### src/rtl/mvx_pkg.sv
package mvx_pkg;
  localparam int unsigned NUM_BUS = 3;
  localparam int unsigned DATA_W  = 16;
  localparam int unsigned NUM_SRC = 6;
  localparam int unsigned NUM_DST = 6;
  localparam int unsigned NUM_GRD = 4;

  localparam int unsigned SRC_W    = $clog2(NUM_SRC + 2);
  localparam int unsigned DST_W    = $clog2(NUM_DST + NUM_GRD + 1);
  localparam int unsigned GIDX_W   = $clog2(NUM_GRD);
  localparam int unsigned SRC_IMM  = NUM_SRC;
  localparam int unsigned DST_GRD0 = NUM_DST + 1;
  localparam int unsigned DST_LAST = NUM_DST + NUM_GRD;
  localparam int unsigned SLOT_W   = 2 + GIDX_W + DATA_W + SRC_W + DST_W;

  typedef struct packed {
    logic              g_en;
    logic              g_inv;
    logic [GIDX_W-1:0] g_idx;
    logic [DATA_W-1:0] imm;
    logic [SRC_W-1:0]  src;
    logic [DST_W-1:0]  dst;
  } slot_t;
endpackage

### src/rtl/mvx_src_mux.sv
module mvx_src_mux
  import mvx_pkg::*;
(
  input  logic [SRC_W-1:0]          sel_i,
  input  logic [DATA_W-1:0]         imm_i,
  input  logic [NUM_SRC*DATA_W-1:0] src_data_i,
  output logic [DATA_W-1:0]         data_o
);
  always_comb begin
    data_o = '0;
    if (sel_i == SRC_W'(SRC_IMM)) data_o = imm_i;
    for (int k = 0; k < NUM_SRC; k++)
      if (sel_i == SRC_W'(k)) data_o = src_data_i[k*DATA_W +: DATA_W];
  end
endmodule

### src/rtl/mvx_guard_eval.sv
module mvx_guard_eval
  import mvx_pkg::*;
(
  input  logic              g_en_i,
  input  logic              g_inv_i,
  input  logic [GIDX_W-1:0] g_idx_i,
  input  logic [NUM_GRD-1:0] guard_i,
  output logic              pass_o
);
  logic sel;
  always_comb begin
    sel = 1'b0;
    for (int g = 0; g < NUM_GRD; g++)
      if (g_idx_i == GIDX_W'(g)) sel = guard_i[g];
  end
  assign pass_o = !g_en_i || (sel ^ g_inv_i);
endmodule

### src/rtl/mvx_dst_arb.sv
module mvx_dst_arb
  import mvx_pkg::*;
(
  input  logic [NUM_BUS-1:0]        act_i,
  input  logic [NUM_BUS*DST_W-1:0]  dst_i,
  input  logic [NUM_BUS*DATA_W-1:0] data_i,
  output logic [NUM_DST-1:0]        we_o,
  output logic [NUM_DST*DATA_W-1:0] wdata_o,
  output logic [NUM_GRD-1:0]        gwe_o,
  output logic [NUM_GRD-1:0]        gval_o
);
  // ascending bus scan: last match (highest bus) wins
  for (genvar d = 0; d < NUM_DST; d++) begin : g_port
    logic              w;
    logic [DATA_W-1:0] wd;
    always_comb begin
      w  = 1'b0;
      wd = '0;
      for (int b = 0; b < NUM_BUS; b++)
        if (act_i[b] && dst_i[b*DST_W +: DST_W] == DST_W'(d + 1)) begin
          w  = 1'b1;
          wd = data_i[b*DATA_W +: DATA_W];
        end
    end
    assign we_o[d] = w;
    assign wdata_o[d*DATA_W +: DATA_W] = wd;
  end

  for (genvar g = 0; g < NUM_GRD; g++) begin : g_grd
    logic w;
    logic v;
    always_comb begin
      w = 1'b0;
      v = 1'b0;
      for (int b = 0; b < NUM_BUS; b++)
        if (act_i[b] && dst_i[b*DST_W +: DST_W] == DST_W'(DST_GRD0 + g)) begin
          w = 1'b1;
          v = data_i[b*DATA_W];
        end
    end
    assign gwe_o[g]  = w;
    assign gval_o[g] = v;
  end
endmodule

### src/rtl/mvx_guard_rf.sv
module mvx_guard_rf
  import mvx_pkg::*;
(
  input  logic               clk_i,
  input  logic               rst_ni,
  input  logic [NUM_GRD-1:0] gwe_i,
  input  logic [NUM_GRD-1:0] gval_i,
  output logic [NUM_GRD-1:0] guard_o
);
  for (genvar g = 0; g < NUM_GRD; g++) begin : g_reg
    always_ff @(posedge clk_i or negedge rst_ni) begin
      if (!rst_ni)       guard_o[g] <= 1'b0;
      else if (gwe_i[g]) guard_o[g] <= gval_i[g];
    end

    AST_GRD_HOLD: assert property (@(posedge clk_i) disable iff (!rst_ni)
      !gwe_i[g] |=> $stable(guard_o[g]));
    AST_GRD_LOAD: assert property (@(posedge clk_i) disable iff (!rst_ni)
      gwe_i[g] |=> guard_o[g] == $past(gval_i[g]));
  end
endmodule

### src/rtl/mvx_move_net.sv
module mvx_move_net
  import mvx_pkg::*;
(
  input  logic                        clk_i,
  input  logic                        rst_ni,
  input  logic [NUM_BUS*SLOT_W-1:0]   instr_i,
  input  logic [NUM_SRC*DATA_W-1:0]   src_data_i,
  output logic [NUM_BUS*DATA_W-1:0]   bus_data_o,
  output logic [NUM_BUS-1:0]          bus_act_o,
  output logic [NUM_DST-1:0]          dst_we_o,
  output logic [NUM_DST*DATA_W-1:0]   dst_data_o,
  output logic [NUM_GRD-1:0]          guard_o
);
  slot_t                     slot [NUM_BUS];
  logic [NUM_BUS*DST_W-1:0]  bus_dst;
  logic [NUM_GRD-1:0]        gwe;
  logic [NUM_GRD-1:0]        gval;

  for (genvar b = 0; b < NUM_BUS; b++) begin : g_bus
    logic [DATA_W-1:0] sdata;
    logic              pass;
    logic              live;

    assign slot[b] = slot_t'(instr_i[b*SLOT_W +: SLOT_W]);
    assign bus_dst[b*DST_W +: DST_W] = slot[b].dst;

    mvx_src_mux u_mux (
      .sel_i      (slot[b].src),
      .imm_i      (slot[b].imm),
      .src_data_i (src_data_i),
      .data_o     (sdata)
    );

    mvx_guard_eval u_grd (
      .g_en_i  (slot[b].g_en),
      .g_inv_i (slot[b].g_inv),
      .g_idx_i (slot[b].g_idx),
      .guard_i (guard_o),
      .pass_o  (pass)
    );

    assign live = slot[b].dst != '0 && slot[b].dst <= DST_W'(DST_LAST);
    assign bus_data_o[b*DATA_W +: DATA_W] = live ? sdata : '0;
    assign bus_act_o[b] = live && pass;

    AST_NOOP_IDLE: assert property (@(posedge clk_i) disable iff (!rst_ni)
      (slot[b].dst == '0) |-> (!bus_act_o[b] && bus_data_o[b*DATA_W +: DATA_W] == '0));
    AST_SQUASH: assert property (@(posedge clk_i) disable iff (!rst_ni)
      (slot[b].g_en && guard_o[slot[b].g_idx] == slot[b].g_inv) |-> !bus_act_o[b]);
    AST_UNGUARDED_FIRES: assert property (@(posedge clk_i) disable iff (!rst_ni)
      (!slot[b].g_en && slot[b].dst == DST_W'(1)) |-> dst_we_o[0]);
  end

  mvx_dst_arb u_arb (
    .act_i   (bus_act_o),
    .dst_i   (bus_dst),
    .data_i  (bus_data_o),
    .we_o    (dst_we_o),
    .wdata_o (dst_data_o),
    .gwe_o   (gwe),
    .gval_o  (gval)
  );

  mvx_guard_rf u_rf (
    .clk_i   (clk_i),
    .rst_ni  (rst_ni),
    .gwe_i   (gwe),
    .gval_i  (gval),
    .guard_o (guard_o)
  );

  AST_WRITES_LE_FIRES: assert property (@(posedge clk_i) disable iff (!rst_ni)
    ($countones(dst_we_o) + $countones(gwe)) <= $countones(bus_act_o));
  AST_IDLE_NO_STROBE: assert property (@(posedge clk_i) disable iff (!rst_ni)
    (bus_act_o == '0) |-> (dst_we_o == '0));
endmodule

### config.mk
export PLATFORM = sky130hd
export DESIGN_NAME = mvx_move_net
export DESIGN_NICKNAME = d
export VERILOG_FILES = /design/src/rtl/mvx_pkg.sv /design/src/rtl/mvx_src_mux.sv /design/src/rtl/mvx_guard_eval.sv /design/src/rtl/mvx_dst_arb.sv /design/src/rtl/mvx_guard_rf.sv /design/src/rtl/mvx_move_net.sv
export SDC_FILE = /design/constraint.sdc
export NUM_CORES = 1
export LEC_CHECK = 0
export BUFFER_PORTS_ARGS = -buffer_cell sky130_fd_sc_hd__buf_4
export CORE_AREA = 2 2 130 132
export CTS_BUF_LIST = sky130_fd_sc_hd__clkbuf_2
export DETAILED_ROUTE_END_ITERATION = 12
export DIE_AREA = 0 0 132 134
export PLACE_DENSITY = 0.71
export SYNTH_ARGS = -nofsm -noshare
export SYNTH_HDL_FRONTEND = slang
export SYNTH_SLANG_ARGS = --single-unit
### constraint.sdc
create_clock -name clk_i -period 3.9 [get_ports clk_i]
set_clock_uncertainty 0.2 [all_clocks]
set_input_delay 0.39 -clock clk_i [delete_from_list [all_inputs] [get_ports clk_i]]
set_output_delay 0.39 -clock clk_i [all_outputs]
set_load 0.02 [all_outputs]
==> impl_metrics.toml <==
[outcome]
run_status = "completed"

[placement]
portBuffers = 335
gp_congestion = 0.977
dp_hpwl_um = 23500

[detailed_routing]
drt-total-wl_um = 30900
dr.first_iter.drc_count = 792
num_vias = 8689
drc = 0
detail_route.wl_per_cell_um = 22.1
drt-pass1-iter-count = 5
postRouteAntennaNets = 0
vias_per_cell = 6.22

[layout]
reg_top3 = "u_rf.guard_o (4)"
largest_register = "u_rf.guard_o"
drive_above_1_share_pct = 45.0
nFillCells = 1616
syn_to_final_growth_pct = 51.2
final_util_pct = 54.8
largest_register_ffs = 4
num_antenna_cells = 0
finalNetCount = 1357

[setup_path]
r2r-start = "u_rf.guard_o[3]"
cp_num_cells = 7
worstPathMaxFanout = 12
crit_type = "flip-flop to output pin"
reg2reg_depth = 6
crit_path_max_incr_delay_ns = 0.78
worst-path-buf-inv = 1
arrival_ns = 3.08
regToRegEndpoint = "u_rf.guard_o[0]"
r2r_slack_ns = 1.40
cp-startpoint = "u_rf.guard_o[0]"
cp.required_ns = 3.31
critPathSlowestCell = "or4_1"
worstSetupEndpointType = "output pin"
startpoint_type = "flip-flop"
endpoint = "dst_data_o[76]"
crit_chain = "mux2i_1, mux2i_4, nor4_4, or4_1, o21ai_1, mux2_2, buf_4"
cpLargestDelayFamily = "multiplexers"

[power]
p_sw_uw = 867
p_leak_nw = 4.09
p_comb_share_pct = 92.1
powerDensity_nw_per_um2 = 175
clkPwrFrac_pct = 2.6
swShare_pct = 55.5
ir_worst_vdd_v = 0.000114
p_int_uw = 694
seq_power_share_pct = 5.3

[timing]
hold_viol_final = 0
holdWs_ns = 0.300
rsz0062_at_grt = "no"
post-route-period-util_pct = 94.1
timing.fmax_mhz = 273
worst_pin_slew_ns = 1.08
timing.setup.tns_ns = 0
finalMaxSlewViolations = 0
maxSlewHeadroom_pct = 27.9
setup_viol = 0
min_period_ns = 3.67

[global_routing]
grt_start_max_net_pins = 38
grt_pass1_wl_um = 47400
grt.total_usage_pct = 33.0
overflow = 0
grt_pass1_vias = 8397
antenna_found_initial = 0

[yosys]
syn_area_um2 = 5910
synth.ff_latch_count = 4
ys_types = 54
synthArstFlopShare_pct = 100
synth_edf_count = 0
avgSynthCellArea_um2 = 6.92
ys.flop_type = "dfrtp_1"
ys_seq_area_share_pct = 1.69
synth_warnings = 0
synth_cells = 853
synthesis.nets = 1032

[clock_tree]
cts_buffer_depth = 2
clk_pin_slew_ns = 0.05
htreeDepth = 1
insertion_delay_ns = 0.23
cts_buffers = 3
post_cts_resized = 0
cts_root_buffer = "clkbuf_2"
cts_sinks = 4
tritoncts = "done"

[min_path]
min-delay-path-class = "input port to asynchronous set/reset pin"

[die]
coreArea_um2 = 16300
ioPinCount = 336
rows = 47
dieArea_um2 = 17700
start_util_pct = 36.3
die_y_um = 134
die_x_um = 132

[job]
max_cap_violations = 0
[synth_stat cells (all sizes together) (2+ instances only)]
master | instances | share of area (%)
mux2i | 55 | 9.7
a31oi | 2 | 0.21
o31a | 4 | 0.59
nor4b | 4 | 1.6
xnor2 | 3 | 0.44
clkbuf | 52 | 3.3
a2bb2oi | 24 | 3.6
o211ai | 6 | 0.76
dfrtp | 4 | 1.7
mux4 | 16 | 6.1
nor3 | 10 | 0.85
o21ai | 104 | 8.8
nand2b | 13 | 1.4
or4 | 9 | 1.1
o221ai | 11 | 1.6
nor2 | 63 | 4.0
a22oi | 27 | 3.4
a221oi | 47 | 7.0
a211o | 9 | 1.3
o22ai | 16 | 1.7
nor4 | 13 | 2.8
mux2 | 77 | 15
inv | 31 | 2.0
a21oi | 42 | 3.6
or2 | 4 | 0.42
a211oi | 14 | 1.8
or3 | 5 | 0.53
a311oi | 4 | 0.59
o31ai | 4 | 0.51
buf | 31 | 2.7
nand3b | 4 | 0.51
nand2 | 120 | 7.6
a21o | 5 | 0.64
nor2b | 8 | 0.85
[worst register-to-register path, delay by kind of cell (launching register included)]
kind / cells / cell delay [ns]
compound gates: 3 / 1.18
xor+xnor: 1 / 0.10
flops: 1 / 0.44
mux: 1 / 0.21
simple gates: 1 / 0.24
[power groups by stage]
| stage | clock (mW) | sequential (mW) | combinational (mW) |
|---|---|---|---|
| floorplan | 0 | 0.0900 | 0.769 |
| global placement | 0 | 0.0808 | 1.41 |
| detailed placement | 0 | 0.0824 | 1.41 |
| CTS | 0.0412 | 0.0818 | 1.42 |
| global route | 0.0430 | 0.0846 | 1.53 |
| finish | 0.0408 | 0.0822 | 1.44 |
[layout by cell type, fill, tap and decap left out, drive strengths merged, types with 5 or more instances in the layout]
master,count
nor2b,8
nor2,63
nor4,13
buf,402
a2bb2oi,24
nand2b,13
mux2,77
o22ai,16
or3,5
o211ai,6
a21o,5
a211o,9
a22oi,27
inv,31
a21oi,42
nand2,120
mux2i,55
mux4,16
a211oi,14
a221oi,47
or4,9
nor3,10
o221ai,11
o21ai,104
[area by class of cell]
cell class	instances	area (um2)	area share, %
clock buffers	3	15.0	0.168
inverters	32	120	1.34
multi-input cells	734	5380	60.2
flip-flops and latches	4	100	1.12
well taps	220	275	3.08
repair buffers	403	3040	34.0
[worst min-delay path by stage]
stage,end,slack (ns)
2_1_floorplan,u_rf.guard_o[0],-0.11
3_3_place_gp,u_rf.guard_o[1],-0.01
3_5_place_dp,u_rf.guard_o[1],-0.01
4_1_cts,u_rf.guard_o[1],0.31
5_1_grt,u_rf.guard_o[3],0.31
6_report,u_rf.guard_o[1],0.30
[per-stage QoR]
stage               instances  area, um2  setup slack, ns  power, mW
CTS                      1388       8860           0.0371       1.54
global placement         1384       8830            0.164       1.49
detailed placement       1384       8830            0.124       1.49
floorplan                 853       5910            0.523      0.859
global route             1396       8930           0.0250       1.65
finish                   1396       8930            0.231       1.56
[cells by family (layout without fill, tap and decap cells)]
group,count (synthesis),in the layout,share of synthesized area [%]
simple gates,259,259,22.5
buf+inv,115,438,8.07
mux,148,148,30.5
xor+xnor,3,3,0.445
compound gates,324,324,36.8
flops,4,4,1.69
[per-layer routing]
metal,global-route usage (%),vias to the layer above,routed length (um)
met2,57.3,643,14600
met1,41.2,4010,11800
met5,0,-,0
met3,3.82,102,2990
li1,-,3934,-
met4,14.2,0,1460
[what timing repair did]
action / CTS / global route
endpoints found under the hold margin: 4 / 0
hold buffers: 1 / 0
pin swaps: 1 / 3
gates cloned: 0 / 0
setup endpoints to repair: 1 / 22
setup buffers: 0 / 8
(Power assumes the default switching activity.)
